[config.mk]
export PLATFORM = sky130hd
export DESIGN_NAME = lsu_lane_unit
export DESIGN_NICKNAME = d
export VERILOG_FILES = /design/src/rtl/lsu_lane_pkg.sv /design/src/rtl/lane_store_pack.sv /design/src/rtl/lane_load_extract.sv /design/src/rtl/lane_align_check.sv /design/src/rtl/lsu_lane_unit.sv
export SDC_FILE = /design/constraint.sdc
export NUM_CORES = 1
export LEC_CHECK = 0
export BUFFER_PORTS_ARGS = -buffer_cell sky130_fd_sc_hd__buf_2
export CAP_MARGIN = 5
export CORE_AREA = 2 2 80 82
export CTS_CLUSTER_SIZE = 16
export DETAILED_ROUTE_END_ITERATION = 16
export DIE_AREA = 0 0 82 84
export HOLD_SLACK_MARGIN = 0.05
export PLACE_DENSITY_LB_ADDON = 0.05
export SLEW_MARGIN = 20
export SYNTH_ARGS = -nofsm -noshare
export SYNTH_HDL_FRONTEND = slang
export SYNTH_HIERARCHICAL = 1
export SYNTH_SLANG_ARGS = --single-unit
[constraint.sdc]
create_clock -name clk -period 2.34 [get_ports clk]
set_input_delay 0.117 -clock clk [delete_from_list [all_inputs] [get_ports clk]]
set_output_delay 0.117 -clock clk [all_outputs]
set_load 0.01 [all_outputs]
[src/rtl/lsu_lane_pkg.sv]
package lsu_lane_pkg;
  typedef enum logic [2:0] {
    K_LW  = 3'd0,
    K_LH  = 3'd1,
    K_LHU = 3'd2,
    K_LB  = 3'd3,
    K_LBU = 3'd4,
    K_SW  = 3'd5,
    K_SH  = 3'd6,
    K_SB  = 3'd7
  } acc_kind_e;

  function automatic logic kind_is_store(acc_kind_e k);
    return (k == K_SW) || (k == K_SH) || (k == K_SB);
  endfunction

  function automatic logic kind_is_byte(acc_kind_e k);
    return (k == K_LB) || (k == K_LBU) || (k == K_SB);
  endfunction

  function automatic logic kind_is_half(acc_kind_e k);
    return (k == K_LH) || (k == K_LHU) || (k == K_SH);
  endfunction
endpackage

[src/rtl/lane_store_pack.sv]
module lane_store_pack
  import lsu_lane_pkg::*;
#(
  parameter int DATA_W = 32,
  localparam int LANES = DATA_W / 8,
  localparam int OFS_W = $clog2(LANES)
) (
  input  acc_kind_e          kind,
  input  logic [OFS_W-1:0]   ofs,
  input  logic [DATA_W-1:0]  wdata,
  output logic [LANES-1:0]   be,
  output logic [DATA_W-1:0]  lane_data
);
  for (genvar i = 0; i < LANES; i++) begin : g_lane
    localparam logic [OFS_W-1:0] LANE_IDX = OFS_W'(i);
    always_comb begin
      be[i] = 1'b1;
      lane_data[i*8 +: 8] = wdata[i*8 +: 8];
      if (kind_is_store(kind)) begin
        if (kind_is_byte(kind)) begin
          be[i] = (ofs == LANE_IDX);
          lane_data[i*8 +: 8] = wdata[7:0];
        end else if (kind_is_half(kind)) begin
          be[i] = (ofs[OFS_W-1:1] == LANE_IDX[OFS_W-1:1]);
          lane_data[i*8 +: 8] = wdata[(i%2)*8 +: 8];
        end
      end else begin
        lane_data[i*8 +: 8] = '0;
      end
    end
  end
endmodule

[src/rtl/lane_load_extract.sv]
module lane_load_extract
  import lsu_lane_pkg::*;
#(
  parameter int DATA_W = 32,
  localparam int LANES = DATA_W / 8,
  localparam int OFS_W = $clog2(LANES)
) (
  input  acc_kind_e          kind,
  input  logic [OFS_W-1:0]   ofs,
  input  logic [DATA_W-1:0]  rdata,
  output logic [DATA_W-1:0]  result
);
  logic [7:0]  byte_sel;
  logic [15:0] half_sel;
  logic [OFS_W+2:0] byte_pos;
  logic [OFS_W+2:0] half_pos;

  always_comb begin
    byte_pos = {ofs, 3'b000};
    half_pos = {ofs[OFS_W-1:1], 4'b0000};
    byte_sel = rdata[byte_pos +: 8];
    half_sel = rdata[half_pos +: 16];
    unique case (kind)
      K_LB:    result = {{(DATA_W-8){byte_sel[7]}}, byte_sel};
      K_LBU:   result = {{(DATA_W-8){1'b0}}, byte_sel};
      K_LH:    result = {{(DATA_W-16){half_sel[15]}}, half_sel};
      K_LHU:   result = {{(DATA_W-16){1'b0}}, half_sel};
      default: result = rdata;
    endcase
  end
endmodule

[src/rtl/lane_align_check.sv]
module lane_align_check
  import lsu_lane_pkg::*;
#(
  parameter int OFS_W = 2
) (
  input  acc_kind_e         kind,
  input  logic [OFS_W-1:0]  ofs,
  output logic              misaligned
);
  always_comb begin
    if (kind_is_byte(kind))      misaligned = 1'b0;
    else if (kind_is_half(kind)) misaligned = ofs[0];
    else                         misaligned = (ofs != '0);
  end
endmodule

[src/rtl/lsu_lane_unit.sv]
module lsu_lane_unit
  import lsu_lane_pkg::*;
#(
  parameter int ADDR_W = 32,
  parameter int DATA_W = 32,
  localparam int LANES = DATA_W / 8,
  localparam int OFS_W = $clog2(LANES)
) (
  input  logic                clk,
  input  logic                rst_n,
  input  logic                req_valid,
  output logic                req_ready,
  input  logic [2:0]          req_kind,
  input  logic [ADDR_W-1:0]   req_addr,
  input  logic [DATA_W-1:0]   req_wdata,
  output logic                mem_req_valid,
  input  logic                mem_req_ready,
  output logic                mem_we,
  output logic [ADDR_W-OFS_W-1:0] mem_word_addr,
  output logic [LANES-1:0]    mem_be,
  output logic [DATA_W-1:0]   mem_wdata,
  input  logic                mem_rsp_valid,
  output logic                mem_rsp_ready,
  input  logic [DATA_W-1:0]   mem_rdata,
  output logic                ld_valid,
  input  logic                ld_ready,
  output logic [DATA_W-1:0]   ld_data,
  output logic                misalign_seen
);
  acc_kind_e        kind_in;
  logic [OFS_W-1:0] ofs_in;
  logic             load_pending;
  acc_kind_e        pend_kind;
  logic [OFS_W-1:0] pend_ofs;
  logic             req_fire;
  logic             load_accept;
  logic             rsp_fire;
  logic             bad_align;

  assign kind_in = acc_kind_e'(req_kind);
  assign ofs_in  = req_addr[OFS_W-1:0];

  // Request channel: straight through, blocked while a load is in flight.
  assign mem_req_valid = req_valid && !load_pending;
  assign req_ready     = mem_req_ready && !load_pending;
  assign req_fire      = req_valid && req_ready;
  assign load_accept   = req_fire && !kind_is_store(kind_in);
  assign mem_we        = kind_is_store(kind_in);
  assign mem_word_addr = req_addr[ADDR_W-1:OFS_W];

  lane_store_pack #(.DATA_W(DATA_W)) u_pack (
    .kind      (kind_in),
    .ofs       (ofs_in),
    .wdata     (req_wdata),
    .be        (mem_be),
    .lane_data (mem_wdata)
  );

  lane_align_check #(.OFS_W(OFS_W)) u_align (
    .kind       (kind_in),
    .ofs        (ofs_in),
    .misaligned (bad_align)
  );

  // Response channel: passed through while the one load is outstanding.
  assign ld_valid      = load_pending && mem_rsp_valid;
  assign mem_rsp_ready = load_pending && ld_ready;
  assign rsp_fire      = ld_valid && ld_ready;

  lane_load_extract #(.DATA_W(DATA_W)) u_extract (
    .kind   (pend_kind),
    .ofs    (pend_ofs),
    .rdata  (mem_rdata),
    .result (ld_data)
  );

  always_ff @(posedge clk) begin
    if (!rst_n) begin
      load_pending  <= 1'b0;
      pend_kind     <= K_LW;
      pend_ofs      <= '0;
      misalign_seen <= 1'b0;
    end else begin
      if (load_accept) begin
        load_pending <= 1'b1;
        pend_kind    <= kind_in;
        pend_ofs     <= ofs_in;
      end else if (rsp_fire) begin
        load_pending <= 1'b0;
      end
      if (req_fire && bad_align) misalign_seen <= 1'b1;
    end
  end


  be_byte_chk: assert property (@(posedge clk) disable iff (!rst_n)
    (mem_req_valid && kind_in == K_SB) |-> ($countones(mem_be) == 1));

  be_half_chk: assert property (@(posedge clk) disable iff (!rst_n)
    (mem_req_valid && kind_in == K_SH) |-> ($countones(mem_be) == 2));

  be_load_chk: assert property (@(posedge clk) disable iff (!rst_n)
    (mem_req_valid && !mem_we) |-> (&mem_be));

  issue_chk: assert property (@(posedge clk) disable iff (!rst_n)
    req_fire |-> (mem_req_valid && mem_req_ready));

  busy_chk: assert property (@(posedge clk) disable iff (!rst_n)
    load_accept |=> !req_ready);

  rsp_gate_chk: assert property (@(posedge clk) disable iff (!rst_n)
    ld_valid |-> mem_rsp_valid);

  sticky_chk: assert property (@(posedge clk) disable iff (!rst_n)
    misalign_seen |=> misalign_seen);
endmodule

==> results.tsv <==
stage	metric	value	unit
global_route	met3 Usage GRT	0.0368	
floorplanning	Chip Width	82	um
floorplanning	row cnt	29	
synth	Syn Inst Count	273	
global_route	initial antenna violation count	0	
timing	clk_skew	0.00405	ns
timing	fin crit period	2.00	ns
synth	dominant cell type by area after synthesis	mux2i_1	
global_route	M1 GR Usage	0.244	
layout	final cell count without fillers	457	
clock_network	clk root buf	clkbuf_8	
drt	DRC	0	
status	status	completed	
synth	post-synthesis cell type count	49	
timing	worst hold slack	0.188	ns
timing	relative slew slack	0.601	
layout	fin nets	486	
drt	DR vias	2406	
clock_network	CTS tree	built	
critical_path	critical path peak fanout	16	
synth	Seq/Total Area, Yosys	0.0693	
job	Max Cap Viol	0	
synth	Post-synth ARST share	0	
drt	vias per cell	5.26	
placement	dpl ws	0.447	ns
drt	Pre-Repair DR Iteration Count	4	
timing	Final Hold Vio Count	0	
synth	Post-Synthesis Cell Area	0.00202	sq mm
clock_network	TritonCTS Sinks	7	
timing	final worst-path cycle share	0.853	
floorplanning	die height	84	um
timing	Slew Limit Fails	0	
layout	Antenna diodes	0	
critical_path	Critical Path AT	1.88	ns
synth	Mapped Avg Cell Area	7.41	sq um
floorplanning	die area	0.00689	sq mm
critical_path	CP startpoint kind	flip-flop	
pwr	Pwr per Cell Area	320	mW/mm^2
critical_path	worst path required time	2.22	ns
clock_network	clk_lat worst skew	0.23	ns
placement	Inst Count DP	453	
drt	initial DRC count	96	
critical_path	kind of critical path	flip-flop to output port	
global_route	GR Util met2	0.295	
timing	setup TNS	0	ns
layout	Synth-to-Final Area Change	28.2	%
pwr	maximum VDD drop	187	uV
synth	top_reg_cell synth	dfxtp_1	
global_route	pin count of the biggest net entering global routing	34	
synth	synthesis-stage register bit count	7	
synth	Yosys warnings	6	
placement	DP Wirelength	5.26	mm
placement	global placement routability congestion	0.758	
timing	worst setup margin	0.344	ns
clock_network	H-tree level count	1	
global_route	GRT overflow	0	
synth	number of flops mapped to enable cells by yosys	0	
global_route	vias in the first global route	2073	
critical_path	CP Capture Type	output port	
pwr	Leak	1.40	nW
synth	post-synthesis net count	378	
placement	PortBufs	148	
timing	pin slew with the least headroom to its limit	0.599	ns
floorplanning	Core ar.	0.00610	sq mm
layout	fraction of layout instances using a drive strength above 1	0.458	
timing	Final setup viols	0	
global_route	first-pass GRT wire length	10.0	mm
synth	Synth top cells by count	nand2_1 (33), buf_4 (30), mux2i_1 (24)	
floorplanning	# IOs	209	
drt	DR WL/cell	14.7	um
drt	final antenna-violating net count	0	
pwr	total power	0.829	mW
floorplanning	Starting Density	0.332	
clock_network	Max Buffers Root-to-Sink	2	
clock_network	clock transition at the registers of the reported paths	0.04	ns
timing	RSZ-0062 raised after global routing	false	
drt	total wire length	6.71	mm
synth	Synth area leaders	mux2i_1 (12%), buf_4 (11%), a21o_1 (7.4%), dfxtp_1 (6.9%), nand2_1 (6.1%)	
hold_path	Worst Hold Class	input pin to flip-flop	
timing	f_max	0.501	GHz
global_route	GRT busiest layer	met2	
synth	Synth top area share	0.119	
clock_network	TritonCTS Buffers	3	
global_route	GRT Overall Usage	0.179	
synth	most frequent cell after synthesis	nand2_1	
clock_network	post-CTS setup buffers	0	
-- cells by family (layout without fill, tap and decap cells) --
group,Yosys count,count (layout),synth area share
AOI/OAI and AO/OA,103,103,0.374
xor gates and xnor gates,1,1,0.00433
adders and majority gates,1,1,0.00495
buffers and inverters,58,165,0.194
DFF,7,7,0.0693
muxes,26,26,0.136
and+or+nand+nor,77,77,0.218
-- layer usage --
layer	wire, um	vias up
met1	3000	1094
met2	3030	114
li1	-	1193
met4	29	0
met3	649	5
met5	0	-
-- sequential cells by signal, indices dropped and copies added (netlist names) --
name	flops
load_pending	1
pend_kind	3
misalign_seen	1
pend_ofs	2
-- power by group --
group          total, mW  switching [mW]  internal [mW]
sequential         0.139          0.0124          0.126
combinational      0.519           0.273          0.246
clock              0.171          0.0529          0.118
total              0.829           0.338          0.491
-- worst paths after layout --
check / startpoint / end / slack (ns) / cells after the start
max reg2reg: load_pending / pend_kind[1] / 1.28 / 3
min reg2reg: misalign_seen / misalign_seen / 0.51 / 2
max: pend_kind[2] / ld_data[30] / 0.34 / 5
min: req_addr[0] / pend_ofs[0] / 0.19 / 3
-- cell type report --
class | instances | area [sq um]
flip-flops and latches | 7 | 141
clock buffers | 4 | 45.0
multi-input cells | 208 | 1490
repair buffers | 156 | 801
well taps | 77 | 96.3
fillers | 680 | 3500
inverters | 5 | 18.8
-- stage by stage --
step,area [sq um],utilization
after global placement,2540,0.417
after CTS,2590,0.425
after global routing,2590,0.425
after floorplan,2020,-
final,2590,0.425
after detailed placement,2540,0.417
-- worst max-delay path: stages (launching register included) --
cell and delay (ns):
dfxtp_1 0.35, buf_4 0.19, nor3_2 0.30, or2_1 0.50
a21o_1 0.19, buf_2 0.12
-- placed cells by master, fill, tap and decap left out, types with 3 or more instances in the layout --
cell type / count
and2_1: 8
o21ai_0: 15
o221ai_1: 7
nand2b_1: 7
a21boi_0: 9
a21o_1: 20
o21a_1: 3
nand2_1: 33
buf_2: 148
a21oi_1: 4
o22ai_1: 17
inv_1: 5
o211a_1: 9
clkbuf_8: 3
buf_4: 8
mux2i_1: 24
a2bb2oi_1: 7
nor2b_1: 4
dfxtp_1: 6
nand3b_1: 8
-- timing repair --
action                                 CTS  global route
gates resized for setup                  0             1
endpoints found under the hold margin    0             0
setup endpoints to repair                0             3
hold buffers                             0             0
(Power assumes the default switching activity.)
